File: src/rtl/src_irq_pkg.sv
package src_irq_pkg;
  localparam int unsigned REG_AW = 3;

  typedef enum logic [REG_AW-1:0] {
    RA_STATUS = 3'd0,
    RA_ENABLE = 3'd1,
    RA_POL    = 3'd2,
    RA_TRIG   = 3'd3,
    RA_ROUTE  = 3'd4,
    RA_MASKED = 3'd5,
    RA_ID     = 3'd6
  } reg_addr_e;
endpackage

File: src/rtl/src_irq_cond.sv
module src_irq_cond #(
  parameter int unsigned NUM_SRC = 32
) (
  input  logic               clk_i,
  input  logic               rst_ni,
  input  logic [NUM_SRC-1:0] irq_i,
  input  logic [NUM_SRC-1:0] pol_i,
  input  logic [NUM_SRC-1:0] trig_i,
  output logic [NUM_SRC-1:0] set_o
);
  logic [NUM_SRC-1:0] act;
  logic [NUM_SRC-1:0] act_q;

  for (genvar g = 0; g < NUM_SRC; g++) begin : g_src
    // active when the line level equals the polarity bit
    assign act[g]   = irq_i[g] ~^ pol_i[g];
    assign set_o[g] = trig_i[g] ? (act[g] & ~act_q[g]) : act[g];
  end

  always_ff @(posedge clk_i or negedge rst_ni) begin
    if (!rst_ni) act_q <= '0;
    else         act_q <= act;
  end
endmodule

File: src/rtl/src_irq_regs.sv
module src_irq_regs
  import src_irq_pkg::*;
#(
  parameter int unsigned NUM_SRC = 32
) (
  input  logic               clk_i,
  input  logic               rst_ni,
  input  logic               wr_en_i,
  input  logic [REG_AW-1:0]  addr_i,
  input  logic [NUM_SRC-1:0] wdata_i,
  input  logic [NUM_SRC-1:0] set_i,
  output logic [NUM_SRC-1:0] status_o,
  output logic [NUM_SRC-1:0] enable_o,
  output logic [NUM_SRC-1:0] pol_o,
  output logic [NUM_SRC-1:0] trig_o,
  output logic [NUM_SRC-1:0] route_o
);
  logic [NUM_SRC-1:0] wsrc;
  logic [NUM_SRC-1:0] clr;
  logic wr_st, wr_en, wr_pol, wr_trig, wr_route;

  // bus bit 31-n carries source n
  for (genvar g = 0; g < NUM_SRC; g++) begin : g_flip
    assign wsrc[g] = wdata_i[NUM_SRC-1-g];
  end

  assign wr_st    = wr_en_i && (addr_i == RA_STATUS);
  assign wr_en    = wr_en_i && (addr_i == RA_ENABLE);
  assign wr_pol   = wr_en_i && (addr_i == RA_POL);
  assign wr_trig  = wr_en_i && (addr_i == RA_TRIG);
  assign wr_route = wr_en_i && (addr_i == RA_ROUTE);
  assign clr      = wr_st ? wsrc : '0;

  always_ff @(posedge clk_i or negedge rst_ni) begin
    if (!rst_ni) begin
      status_o <= '0;
      enable_o <= '0;
      pol_o    <= '1;
      trig_o   <= '0;
      route_o  <= '1;
    end else begin
      // acknowledge wins over a set in the same cycle
      status_o <= (status_o | set_i) & ~clr;
      if (wr_en)    enable_o <= wsrc;
      if (wr_pol)   pol_o    <= wsrc;
      if (wr_trig)  trig_o   <= wsrc;
      if (wr_route) route_o  <= wsrc;
    end
  end
endmodule

File: src/rtl/src_irq_prio.sv
module src_irq_prio #(
  parameter int unsigned NUM_SRC = 32,
  localparam int unsigned IDW = $clog2(NUM_SRC)
) (
  input  logic [NUM_SRC-1:0] masked_i,
  output logic [IDW-1:0]     id_o,
  output logic               valid_o
);
  always_comb begin
    id_o    = '0;
    valid_o = 1'b0;
    // descending scan so the lowest set index is kept
    for (int i = NUM_SRC - 1; i >= 0; i--) begin
      if (masked_i[i]) begin
        id_o    = IDW'(i);
        valid_o = 1'b1;
      end
    end
  end
endmodule

File: src/rtl/src_irq_ctrl.sv
module src_irq_ctrl
  import src_irq_pkg::*;
#(
  parameter int unsigned NUM_SRC = 32,
  localparam int unsigned IDW = $clog2(NUM_SRC)
) (
  input  logic               clk_i,
  input  logic               rst_ni,
  input  logic [NUM_SRC-1:0] irq_i,
  input  logic               wr_en_i,
  input  logic [REG_AW-1:0]  addr_i,
  input  logic [NUM_SRC-1:0] wdata_i,
  output logic [NUM_SRC-1:0] rdata_o,
  output logic               int_o,
  output logic               crit_o,
  output logic [IDW-1:0]     id_o,
  output logic               id_valid_o
);
  logic [NUM_SRC-1:0] status_s, enable_s, pol_s, trig_s, route_s, set_s, masked_s;
  logic [NUM_SRC-1:0] status_b, enable_b, pol_b, trig_b, route_b, masked_b, id_b;

  src_irq_cond #(.NUM_SRC(NUM_SRC)) u_cond (
    .clk_i  (clk_i),
    .rst_ni (rst_ni),
    .irq_i  (irq_i),
    .pol_i  (pol_s),
    .trig_i (trig_s),
    .set_o  (set_s)
  );

  src_irq_regs #(.NUM_SRC(NUM_SRC)) u_regs (
    .clk_i    (clk_i),
    .rst_ni   (rst_ni),
    .wr_en_i  (wr_en_i),
    .addr_i   (addr_i),
    .wdata_i  (wdata_i),
    .set_i    (set_s),
    .status_o (status_s),
    .enable_o (enable_s),
    .pol_o    (pol_s),
    .trig_o   (trig_s),
    .route_o  (route_s)
  );

  assign masked_s = status_s & enable_s;
  assign int_o    = |(masked_s & route_s);
  assign crit_o   = |(masked_s & ~route_s);

  src_irq_prio #(.NUM_SRC(NUM_SRC)) u_prio (
    .masked_i (masked_s),
    .id_o     (id_o),
    .valid_o  (id_valid_o)
  );

  for (genvar g = 0; g < NUM_SRC; g++) begin : g_bus
    assign status_b[NUM_SRC-1-g] = status_s[g];
    assign enable_b[NUM_SRC-1-g] = enable_s[g];
    assign pol_b[NUM_SRC-1-g]    = pol_s[g];
    assign trig_b[NUM_SRC-1-g]   = trig_s[g];
    assign route_b[NUM_SRC-1-g]  = route_s[g];
    assign masked_b[NUM_SRC-1-g] = masked_s[g];
  end

  always_comb begin
    id_b            = '0;
    id_b[NUM_SRC-1] = id_valid_o;
    id_b[IDW-1:0]   = id_o;
  end

  always_comb begin
    case (addr_i)
      RA_STATUS: rdata_o = status_b;
      RA_ENABLE: rdata_o = enable_b;
      RA_POL:    rdata_o = pol_b;
      RA_TRIG:   rdata_o = trig_b;
      RA_ROUTE:  rdata_o = route_b;
      RA_MASKED: rdata_o = masked_b;
      RA_ID:     rdata_o = id_b;
      default:   rdata_o = '0;
    endcase
  end
endmodule

File: config.mk
export PLATFORM = sky130hd
export DESIGN_NAME = src_irq_ctrl
export DESIGN_NICKNAME = d
export VERILOG_FILES = /design/src/rtl/src_irq_pkg.sv /design/src/rtl/src_irq_cond.sv /design/src/rtl/src_irq_regs.sv /design/src/rtl/src_irq_prio.sv /design/src/rtl/src_irq_ctrl.sv
export SDC_FILE = /design/constraint.sdc
export NUM_CORES = 1
export LEC_CHECK = 0
export ABC_AREA = 1
export ABC_CLOCK_PERIOD_IN_PS = 2900
export BUFFER_PORTS_ARGS = -buffer_cell sky130_fd_sc_hd__buf_2
export CAP_MARGIN = 20
export CORE_MARGIN = 8
export CORE_UTILIZATION = 35
export CTS_BUF_LIST = sky130_fd_sc_hd__clkbuf_16
export CTS_CLUSTER_SIZE = 20
export DETAILED_ROUTE_END_ITERATION = 8
export PLACE_DENSITY = 0.58
export SLEW_MARGIN = 40
export SYNTH_ARGS = -nofsm -noshare
export SYNTH_HDL_FRONTEND = slang
export SYNTH_SLANG_ARGS = --single-unit
File: constraint.sdc
create_clock -name clk_i -period 2.9 [get_ports clk_i]
set_clock_uncertainty 0.2 [all_clocks]
set_input_delay 0.29 -clock clk_i [delete_from_list [all_inputs] [get_ports clk_i]]
set_output_delay 0.29 -clock clk_i [all_outputs]
set_load 0.005 [all_outputs]
Yosys cells after proc, flatten, opt, wreduce, memory -nomap -nowiden
Index checks and enable logic that the tools add are counted.
{ "word_totals": {"ff_bits": 192, "out_inout_bits": 40, "input_bits": 70} }
{ "classes": {"bitwise": 103, "n_mux": 98, "n_reduce_logical": 8, "n_eq_ne": 6} }
{ "ops": {"columns": ["operator", "count"], "rows": [
  ["case mux 32 bit (7 select lines)", 1],
  ["2-to-1 mux 5 bit", 32],
  ["AND 32 bit", 4],
  ["2-to-1 mux 1 bit", 64],
  ["NOT 32 bit", 2],
  ["OR reduction 32 bit", 2],
  ["AND 1 bit", 32],
  ["2-to-1 mux 32 bit", 1],
  ["NOT 1 bit", 32],
  ["bitwise OR 32 bit", 1],
  ["bitwise XNOR 1 bit", 32],
  ["== test 3 bit, second input constant", 3],
  ["== test 3 x 2 -> 1 bit, second input constant", 2],
  ["logical AND 1 bit", 5],
  ["== test 3 x 1 -> 1 bit, second input constant", 1],
  ["logical NOT 3 bit", 1]
]} }

Logic depth before layout (Yosys ltp)
Gate-level depths: netlist (run 1).
{ "logic_depth": {"depth_word": 34, "mapped_depth": 34, "ltp_nobuf": 34} }

Modules after synthesis
From an unflattened synthesis (run 1), not the netlist that was laid out.
{ "hier_totals": {"hier_cells": 1686, "area_unflattened_um2": 11467.2} }
{ "modules_own_cells": {"columns": ["module", "n_inst", "seq_area_each_um2", "area_each_um2", "cells_each"], "rows": [
  ["src_irq_regs", 1, 4083.9, 6498.7, 729],
  ["src_irq_ctrl", 1, 0.0, 2483.6, 530],
  ["src_irq_cond", 1, 800.8, 2042.0, 320],
  ["src_irq_prio", 1, 0.0, 442.9, 107]
]} }

Worst setup path after synthesis (run 1)
No wires, ideal clock.
{ "synth_timing": {"path_kind": "register to output", "start": "register u_regs.enable_o[30]", "end": "output port rdata_o[0]", "arrival_ns": 1.939, "setup_slack_ns": 0.471, "stages_incl_launch_ff": 34, "cell_sequence": "dfrtp_1 -> nand2_2 -> nand2_1 -> nand2_1 -> nand2_1 -> nand2_1 -> nand2_1 -> nand2_1 -> nand2_1 -> nand2_1 -> nand2_1 -> nand2_1 -> nand2_1 -> nand2_1 -> nand2_1 -> nand2_1 -> nand2_1 -> nand2_1 -> nand2_1 -> nand2_1 -> nand2_1 -> nand2_1 -> nand2_1 -> nand2_1 -> nand2_1 -> nand2_1 -> nand2_1 -> nand2_1 -> nand2_1 -> nand2_1 -> nand2_1 -> nand2_1 -> nand3_1 -> nand2_1"} }
{ "synth_via": {"elab_chain_len": 33} }
{ "synth_rtl": {"columns": ["item", "line", "text"], "rows": [
  ["from (decl)", "src_irq_regs.sv:13", "output logic [NUM_SRC-1:0] enable_o,"],
  ["from (signal assigned)", "src_irq_regs.sv:44", "if (wr_en) enable_o <= wsrc;"],
  ["AND 32 bit", "src_irq_ctrl.sv:45", "assign masked_s = status_s & enable_s;"],
  ["2-to-1 mux 5 bit (31 in a row)", "src_irq_prio.sv:14", "if (masked_i[i]) begin"],
  ["case mux 32 bit (7 select lines)", "src_irq_ctrl.sv:71", "case (addr_i)"],
  ["to (decl)", "src_irq_ctrl.sv:13", "output logic [NUM_SRC-1:0] rdata_o,"]
]} }
No other way between the ends.

Final worst setup path (run 1)
{ "layout_timing": {"start": "register u_regs.enable_o[31]", "end": "output port rdata_o[0]"} }
{ "layout_via": {"elab_chain_len": 34} }
{ "layout_rtl": {"columns": ["item", "line"], "rows": [
  ["AND 32 bit", "src_irq_ctrl.sv:45"],
  ["2-to-1 mux 5 bit (32 in a row)", "src_irq_prio.sv:14"],
  ["case mux 32 bit (7 select lines) *", "src_irq_ctrl.sv:71"]
]} }
Mark *: on every way between the ends. The rest lies on a longest branch, timed or not.

==> run_results.csv, run 1 <==
group,metric,value,unit
sta,layout_setup_ws,-0.418,ns
floorplanning,die_h,179,um
critical_path,crit_fanout,2,
clock_tree,cts_buffer_depth,2,
critical_path,slowest_stage,"dfrtp_1",
synthesis,ys_ff_latch,192,
power,power_density,673,nW/um2
global_route,antenna_found_initial,1,
min_path,hold_path_class,"in -> reg",
final_layout,fin_nets,1352,
status,status,"finished, violations left",
placed_design,place_inst,1533,
global_route,grt_pass1_vias,8174,
floorplanning,fp.coreArea,26000,um2
floorplanning,dieArea,31900,um2
synthesis,synth_cell_types,33,
clock_tree,ctsHtreeMaxLevel,4,
clock_tree,cts_tree,"built",
clock_tree,cts_sinks,192,
status,violations,"setup timing",
synthesis,yosysSeqAreaShare,0.528,
final_layout,insertedDiodeCount,0,
synthesis,synth_nets,1169,
floorplanning,io_pins,110,
final_layout,synthToLayoutAreaGrowth,26.0,%
clock_tree,cts_made_buffers,17,
critical_path,crit_arrival,2.83,ns
detailed_routing,via_per_inst,5.02,
placed_design,place_area,10400,um2
sta,final_max_slew_viol_count,0,
power,p_leak,5.30,nW
critical_path,reg2reg_depth,5,
global_route,grt-ovfl-total,0,
critical_path,crit_top_cell,"nand2_1",
sta,finalHoldViolations,0,
clock_tree,path_clk_slew,0.07,ns
critical_path,cpPeakStageDelay,0.40,ns
clock_tree,clock-root-buffer,"clkbuf_16",
synthesis,synth-async-reset-ratio,1.00,
floorplanning,rows,59,
global_route,grt_max_degree,67,
global_route,grt_pass1_wl,44.4,mm
synthesis,yosysWarningCount,0,
critical_path,path_class,"reg -> out",
power,total_power,7.84,mW
placed_design,pre_cts_ws,0.0377,ns
detailed_routing,routed_wl,28.0,mm
synthesis,synthFlopType,"dfrtp_1",
critical_path,worst_setup_path_start_kind,"register",
sta,fin_crit_sh,1.14,
clock_tree,clkLatencyLatePin,0.43,ns
synthesis,syn-cell-area,9240,um2
sta,tightestPinTransition,0.776,ns
sta,finalCriticalPeriod,3.32,ns
power,ir_drop,0.000354,V
placed_design,hpwl,19.8,mm
detailed_routing,drc,0,
final_layout,fin_util,0.448,
detailed_routing,firstDrtPassIters,5,
floorplanning,die_x,179,um
critical_path,end_kind,"primary output",
min_path,holdPathStages,3,
sta,setup_tns,-0.951,ns
detailed_routing,vias,8186,
sta,holdWs,0.0406,ns
job,maxCapViolCount,0,
sta,setup_violations,3,
sta,maxSlewHeadroom,0.480,
floorplanning,initial_core_util,0.356,
global_route,track_usage,0.179,
synthesis,synth.avg_cell_area,8.41,um2
final_layout,final_cells,1630,
synthesis,postSynthCellCount,1099,
placed_design,numPortBuffers,109,
detailed_routing,ant_nets,0,
detailed_routing,first_iter_violations,599,
final_layout,fin_area,11600,um2
final_layout,drive_above_1_share,0.213,
sta,timing.fmax,301,MHz
synthesis,synth_edf_count,0,
placed_design,gp_congestion,0.819,
detailed_routing,avgRoutedWirePerCell,17.2,um
critical_path,required,2.41,ns
sta,rsz0062_at_grt,"true",
## cell usage after synthesis, drive strengths merged, types with 7 or more instances
cell type | n | share of area
a21o | 8 | 0.0065
o2111ai | 28 | 0.027
clkbuf | 40 | 0.016
xnor2 | 32 | 0.030
a221oi | 14 | 0.013
o22ai | 23 | 0.016
o211ai | 10 | 0.0081
a22oi | 11 | 0.0089
dfstp | 64 | 0.18
dfrtp | 128 | 0.35
nand3 | 13 | 0.0070
nand2 | 360 | 0.15
inv | 120 | 0.049
o21ai | 169 | 0.092
nor2 | 36 | 0.015
nor3 | 7 | 0.0038
## timing repair
action | 4_1_cts | 5_1_grt
resized for setup | 1 | 11
cloned | 0 | 0
endpoints found under the setup margin | 3 | 7
setup buffers | 0 | 1
endpoints found under the hold margin | 180 | 0
pin swaps | 0 | 5
hold buffers | 64 | 0
## layout by cell type, fill, tap and decap left out, drive strengths merged, types with 6 or more instances in the layout
master / n
nand3: 13
a32oi: 6
buf: 143
dfrtp: 128
clkbuf: 18
a22oi: 11
o2111ai: 28
nand2: 360
inv: 125
o21ai: 169
o211ai: 10
nor2: 36
nor3: 7
a21o: 8
xnor2: 32
a221oi: 14
o22ai: 23
dfstp: 64
dlygate4sd3: 64
## critical path, delay by kind of cell, from the launching register on
family | cells | cell delay, ns
and+or+nand+nor | 33 | 1.81
DFF | 1 | 0.40
buffers and inverters | 2 | 0.17
## registers in the layout, summed over array words and instances, names as in the netlist
| signal | flops |
|---|---|
| u_cond.act_q | 32 |
| u_regs.enable_o | 32 |
| u_regs.pol_o | 32 |
| u_regs.route_o | 32 |
| u_regs.status_o | 32 |
| u_regs.trig_o | 32 |
## final cells by class
type                            count  area [um2]
Clock buffer                       17         425
Sequential cell                   192        4880
Timing Repair Buffer              208        1500
Multi-Input combinational cell    743        3800
Tap cell                          335         419
Fill cell                        2617       14300
Clock inverter                     15         170
Inverter                          120         450
## report_power, final
group / switching (mW) / leakage, nW / internal [mW]
clock: 1.05 / 0.286 / 1.35
combinational: 1.02 / 2.88 / 0.754
sequential: 0.391 / 2.14 / 3.28
total: 2.46 / 5.30 / 5.39
## routing by layer
| metal | vias to the layer above | routed length [um] | part of all wire | global-route usage |
|---|---|---|---|---|
| met5 | - | 13 | 0.00046 | 0 |
| met4 | 2 | 439 | 0.016 | 0.0451 |
| met3 | 37 | 1340 | 0.048 | 0.0332 |
| met2 | 196 | 13100 | 0.47 | 0.292 |
| met1 | 3916 | 13100 | 0.47 | 0.241 |
| li1 | 4035 | - | - | - |
## worst paths after layout
path,slack [ns],from,to
max,-0.42,u_regs.enable_o[31],rdata_o[0]
min,0.04,wdata_i[19],u_regs.enable_o[12]
max reg2reg,1.64,u_regs.pol_o[19],u_regs.status_o[19]
min reg2reg,0.27,u_regs.route_o[12],u_regs.route_o[12]
max in group asynchronous,1.52,rst_ni,u_regs.pol_o[0]
min in group asynchronous,0.19,rst_ni,u_cond.act_q[4]
## logic make-up after synthesis
| family | synth area share |
|---|---|
| DFF | 0.528 |
| buffers and inverters | 0.0667 |
| and+or+nand+nor | 0.185 |
| xor gates and xnor gates | 0.0303 |
| AOI/OAI and AO/OA | 0.189 |
No activity file was read; power rests on OpenSTA's default activity.
==> run 2: changes to the inputs <==
- PLACE_DENSITY: 0.58 -> default
- PLACE_DENSITY_LB_ADDON: default -> 0.3
- RECOVER_POWER: default -> 100
==> run_results.csv, run 2 (synthesis results as in run 1) <==
group,metric,value,unit
status,status,"finished, violations left",
status,violations,"capacitance limit, slew limit, setup timing",
clock_tree,clkLatencyLatePin,0.44,ns
sta,tightestPinTransition,1.68,ns
power,power_density,669,nW/um2
placed_design,numPortBuffers,109,
sta,final_max_slew_viol_count,68,
detailed_routing,ant_nets,0,
final_layout,layout_common_cells,"nand2_1 (339), dfrtp_1 (128), inv_1 (118)",
critical_path,slowest_stage,"clkbuf_1",
sta,holdWs,0.0112,ns
detailed_routing,dr_wl_met2,13.4,mm
floorplanning,initial_core_util,0.356,
floorplanning,io_pins,110,
critical_path,cpPeakStageDelay,0.78,ns
final_layout,final_cells,1629,
critical_path,cp_cell_sequence,"clkbuf_1 -> clkbuf_1 -> nor3_1 -> clkbuf_1 -> clkbuf_1 -> a22oi_1 -> o2111ai_1 -> buf_2",
clock_tree,cts_sinks,192,
min_path,holdPathStages,3,
global_route,grt_pass1_wl,45.1,mm
critical_path,r2r-end,"u_regs.status_o[31]",
clock_tree,cts_made_buffers,17,
detailed_routing,via_per_inst,5.05,
detailed_routing,firstDrtPassIters,5,
global_route,grt-ovfl-total,0,
final_layout,synthToLayoutAreaGrowth,24.3,%
sta,maxSlewHeadroom,-0.122,
global_route,grt_max_degree,68,
detailed_routing,drc,0,
min_path,hp-start,"wdata_i[9]",
global_route,grt_pass1_vias,8220,
clock_tree,cts_tree,"built",
critical_path,reg2reg_depth,5,
placed_design,place_inst,1532,
power,ir_drop,0.000412,V
final_layout,drive_above_1_share,0.172,
job,maxCapViolCount,1,
critical_path,end_kind,"primary output",
min_path,hold_path_class,"in -> reg",
placed_design,gp_congestion,0.851,
critical_path,cp_top_family,"buffers and inverters",
critical_path,path_class,"in -> out",
placed_design,place_area,10300,um2
floorplanning,fp.coreArea,26000,um2
final_layout,n_fill_cell,2649,
critical_path,timing.reg2reg.setup_slack,1.56,ns
critical_path,crit_arrival,2.90,ns
power,p_leak,5.20,nW
placed_design,pre_cts_ws,0.0289,ns
sta,fin_crit_sh,1.17,
detailed_routing,route.met3.wl,1.65,mm
floorplanning,dieArea,31900,um2
sta,rsz0062_at_grt,"true",
clock_tree,path_clk_slew,0.06,ns
min_path,min_to,"u_regs.route_o[22]",
final_layout,fin_area,11500,um2
sta,setup_violations,45,
critical_path,path_buf_inv,5,
detailed_routing,top_layer_used,"met4",
floorplanning,die_h,179,um
sta,timing.fmax,295,MHz
critical_path,worst_setup_path_start_kind,"primary input",
critical_path,crit_top_cell,"clkbuf_1",
sta,finalCriticalPeriod,3.39,ns
floorplanning,rows,59,
final_layout,fin_nets,1350,
clock_tree,cts_buffer_depth,2,
global_route,antenna_found_initial,1,
detailed_routing,first_iter_violations,597,
detailed_routing,wirelength_met1,12.7,mm
clock_tree,ctsHtreeMaxLevel,4,
clock_tree,clock-root-buffer,"clkbuf_16",
floorplanning,die_x,179,um
placed_design,hpwl,19.8,mm
critical_path,required,2.41,ns
sta,layout_setup_ws,-0.489,ns
detailed_routing,routed_wl,28.1,mm
final_layout,layout_commonest_cell,"nand2_1",
sta,finalHoldViolations,0,
critical_path,crit_fanout,15,
global_route,track_usage,0.181,
detailed_routing,avgRoutedWirePerCell,17.2,um
detailed_routing,vias,8224,
critical_path,reg2reg_from,"u_regs.pol_o[31]",
run 2: cell types whose count changed in the layout (fill, tap and decap cells not counted), sizes merged:
cell,previous run,this run
inv,125,123
buf,143,108
clkbuf,18,52
clkinv,2,7
clkinvlp,5,3
diode,0,1
dlygate4sd3,64,63
bufinv,3,2
run 2: layer usage:
metal,vias to the layer above,GRT usage
met3,24,0.0354
met1,3972,0.241
met4,0,0.0437
li1,4029,-
met5,-,0
met2,199,0.297
run 2: final cells by class:
cell class,instances,area [um2],area share
clock buffer,17,425,0.0370
clock inverter,15,146,0.0127
timing repair buffer,206,1370,0.119
inverter,120,450,0.0392
tap,335,419,0.0365
antenna,1,2.50,0.000218
sequential,192,4880,0.425
multi-input combinational,743,3790,0.330
run 2: metrics by stage:
step           TNS, ns   util  power, mW
2_1_floorplan        0      -       4.70
3_3_place_gp         0  0.398       5.33
3_5_place_dp         0  0.398       5.37
4_1_cts         -0.933  0.445       7.79
5_1_grt         -22.64  0.442       8.15
6_report         -9.81  0.442       7.69
run 2: power breakdown:
| part | internal [mW] | switching [mW] | total (mW) |
|---|---|---|---|
| sequential | 3.26 | 0.389 | 3.65 |
| combinational | 0.712 | 1.00 | 1.71 |
| clock | 1.27 | 1.06 | 2.33 |
| total | 5.24 | 2.45 | 7.69 |
run 2: tightest hold or removal path, delay by kind of cell:
kind	cells	cell delay (ns)
compound gates	1	0.09
buf+inv	2	0.26
run 2: worst max path at each step:
stage / from / end / slack, ns / cells after the start
after floorplan: u_regs.enable_o[30] / rdata_o[0] / 0.47 / 33
after detailed placement: u_regs.enable_o[31] / rdata_o[0] / 0.03 / 35
after CTS: u_regs.status_o[31] / rdata_o[0] / -0.41 / 35
after global placement: u_regs.enable_o[31] / id_o[0] / 0.01 / 33
final: addr_i[2] / rdata_o[16] / -0.49 / 8
after global routing: u_regs.enable_o[31] / rdata_o[0] / -0.74 / 35
run 2: what timing repair did:
action	CTS	global route
setup buffers	1	0
hold buffers	63	0
pin swaps	3	2
hold endpoints to repair	193	0
resized for setup	5	6
endpoints found under the setup margin	3	6
==> run 3: changes to the inputs <==
- ABC_AREA: 1 -> default
- CORE_ASPECT_RATIO: default -> 1.1
==> run_results.csv, run 3 <==
group,metric,value,unit
placed_design,hpwl,23.2,mm
clock_tree,ctsHtreeMaxLevel,4,
sta,rsz0062_at_grt,"true",
global_route,antenna_found_initial,0,
clock_tree,clock-root-buffer,"clkbuf_16",
sta,maxSlewHeadroom,-0.177,
detailed_routing,firstDrtPassIters,5,
synthesis,synth.avg_cell_area,10.9,um2
synthesis,yosysTopAreaCellShare,0.335,
power,comb_power_share,0.259,
power,p_int,5.50,mW
final_layout,insertedDiodeCount,0,
final_layout,layout_common_cells,"mux2_2 (127), dfrtp_1 (127), buf_2 (99)",
detailed_routing,dr_wl_met2,15.5,mm
final_layout,final_cells,1449,
floorplanning,die_x,174,um
global_route,grt_max_degree,71,
min_path,hp-start,"u_regs.trig_o[19]",
critical_path,end_kind,"primary output",
critical_path,cp_cell_sequence,"a22o_2 -> or4_4 -> a31oi_4 -> nor3_2 -> mux4_2 -> o21a_1 -> buf_2",
floorplanning,fp.coreArea,27000,um2
sta,finalCriticalPeriod,3.18,ns
sta,final_max_slew_viol_count,71,
synthesis,syn-cell-area,9580,um2
floorplanning,dieArea,32900,um2
detailed_routing,via_per_inst,5.43,
global_route,grt_pass1_vias,8289,
power,seq_power_share,0.469,
synthesis,postSynthCellCount,881,
sta,fin_crit_sh,1.10,
critical_path,timing.reg2reg.setup_slack,1.57,ns
critical_path,r2r-end,"u_regs.status_o[14]",
floorplanning,rows,63,
clock_tree,clkLatencyLatePin,0.44,ns
critical_path,path_class,"reg -> out",
synthesis,synth_cell_types,45,
detailed_routing,drc,0,
synthesis,synth.area.top_cells,"dfrtp_1 (33%), dfstp_2 (18%), mux2_2 (15%), a21oi_1 (5.1%), nand2_1 (3.8%)",
power,power_density,688,nW/um2
detailed_routing,avgRoutedWirePerCell,22.2,um
final_layout,drive_above_1_share,0.340,
detailed_routing,top_layer_used,"met4",
sta,layout_setup_ws,-0.282,ns
clock_tree,cts_buffer_depth,2,
floorplanning,io_pins,110,
final_layout,fin_area,12100,um2
critical_path,worst_setup_path_start_kind,"register",
placed_design,place_area,10800,um2
critical_path,reg2reg_depth,3,
job,maxCapViolCount,1,
synthesis,synthFlopType,"dfrtp_1",
synthesis,synth-async-reset-ratio,1.00,
synthesis,synth_top_area_cell,"dfrtp_1",
clock_tree,cts_sinks,192,
detailed_routing,first_iter_violations,546,
synthesis,yosysWarningCount,0,
synthesis,yosys-top-cells-count,"dfrtp_1 (128), mux2_2 (127), a21oi_1 (98)",
sta,timing.fmax,314,MHz
critical_path,crit_fanout,2,
min_path,min_to,"u_regs.trig_o[19]",
floorplanning,die_h,189,um
critical_path,crit_arrival,2.69,ns
sta,tightestPinTransition,1.77,ns
critical_path,cpPeakStageDelay,0.56,ns
clock_tree,path_clk_slew,0.07,ns
synthesis,yosysMostFrequentCell,"dfrtp_1",
floorplanning,initial_core_util,0.355,
sta,holdWs,0.338,ns
critical_path,path_buf_inv,1,
global_route,grt_pass1_wl,49.9,mm
final_layout,fin_nets,1149,
placed_design,place_inst,1345,
placed_design,gp_congestion,0.933,
status,violations,"capacitance limit, slew limit, setup timing",
power,ir_drop,0.000322,V
detailed_routing,wirelength_met1,14.3,mm
placed_design,numPortBuffers,109,
critical_path,reg2reg_from,"u_regs.pol_o[14]",
min_path,hold_path_class,"reg -> reg",
clock_tree,cts_made_buffers,17,
clock_tree,cts_tree,"built",
sta,setup_violations,5,
status,status,"finished, violations left",
synthesis,ys_ff_latch,192,
global_route,track_usage,0.196,
final_layout,fin_util,0.447,
detailed_routing,vias,7865,
power,total_power,8.29,mW
power,netSwitchingPower,2.79,mW
critical_path,slowest_stage,"or4_4",
global_route,grt-ovfl-total,0,
critical_path,cp_top_family,"compound AO/OA/AOI/OAI gates",
detailed_routing,route.met3.wl,1.88,mm
synthesis,yosysSeqAreaShare,0.510,
power,p_leak,4.86,nW
power,pwr-share-clk,0.272,
detailed_routing,ant_nets,0,
critical_path,required,2.41,ns
final_layout,synthToLayoutAreaGrowth,25.9,%
synthesis,synth_nets,951,
sta,finalHoldViolations,0,
final_layout,n_fill_cell,2604,
min_path,holdPathStages,1,
detailed_routing,routed_wl,32.2,mm
synthesis,synth_edf_count,0,
power,p_sw_frac,0.337,
[run 3: changes by cell type in the layout (fill, tap and decap cells not counted), moves of 10 or more]
| cell | previous run | this run |
|---|---|---|
| buf_4 | 16 | 31 |
| mux2_2 | 0 | 127 |
| o2111ai_1 | 28 | 1 |
| nand2_2 | 14 | 2 |
| nand3_1 | 12 | 27 |
| a21oi_1 | 3 | 97 |
| a221oi_1 | 13 | 0 |
| o21ai_0 | 92 | 24 |
| clkbuf_1 | 21 | 11 |
| mux2i_1 | 0 | 28 |
| o21ai_1 | 77 | 1 |
| inv_1 | 118 | 3 |
| o211ai_1 | 10 | 20 |
| nand2_1 | 339 | 94 |
[run 3: how the worst max path moves through the flow]
| stage | from | end | cells past startpoint |
|---|---|---|---|
| after detailed placement | u_regs.enable_o[29] | rdata_o[3] | 7 |
| after global routing | u_regs.status_o[31] | rdata_o[3] | 7 |
| final | u_regs.status_o[31] | rdata_o[3] | 7 |
| after floorplan | u_regs.enable_o[31] | rdata_o[3] | 6 |
| after global placement | u_regs.enable_o[29] | rdata_o[3] | 7 |
| after CTS | u_regs.enable_o[31] | rdata_o[3] | 7 |
[run 3: cell type report]
class / instances / area (um2) / share of cell area
clock buffers: 17 / 425 / 0.0353
clock inverters: 15 / 121 / 0.0101
inverters: 3 / 11.3 / 0.000934
multi-input cells: 642 / 4620 / 0.384
flip-flops and latches: 192 / 4890 / 0.405
well taps: 357 / 447 / 0.0371
repair buffers: 223 / 1540 / 0.128
[run 3: stage by stage]
stage,TNS [ns],setup WS [ns]
floorplan,0,0.358
global placement,0,0.210
detailed placement,0,0.174
CTS,-0.553,-0.272
global route,-9.57,-0.338
finish,-0.509,-0.282
[run 3: cell families after synthesis]
logic type / Yosys count / synth area share
DFF: 192 / 0.510
and+or+nand+nor: 216 / 0.103
xor gates and xnor gates: 32 / 0.0293
buffers and inverters: 47 / 0.0192
AOI/OAI and AO/OA: 234 / 0.151
muxes: 160 / 0.188
[run 3: what timing repair did]
action,CTS,global route
buffers inserted,3,4
pin swaps,5,8
hold buffers,65,0
endpoints found under the hold margin,233,0
resized for setup,6,17
endpoints found under the setup margin,6,10
[run 3: power by group through the flow]
| stage | Combinational [mW] | Sequential [mW] | Clock (mW) |
|---|---|---|---|
| final | 2.15 | 3.89 | 2.25 |
| after global placement | 2.01 | 3.93 | 0 |
| after global routing | 2.35 | 3.97 | 2.41 |
| after detailed placement | 2.01 | 3.95 | 0 |
| after CTS | 2.11 | 3.90 | 2.32 |
| after floorplan | 1.28 | 3.76 | 0 |
[run 3: layer usage]
layer / up-vias / global-route usage
li1: 3642 / -
met4: 0 / 0.0599
met5: - / 0
met2: 230 / 0.322
met1: 3952 / 0.253
met3: 41 / 0.0474
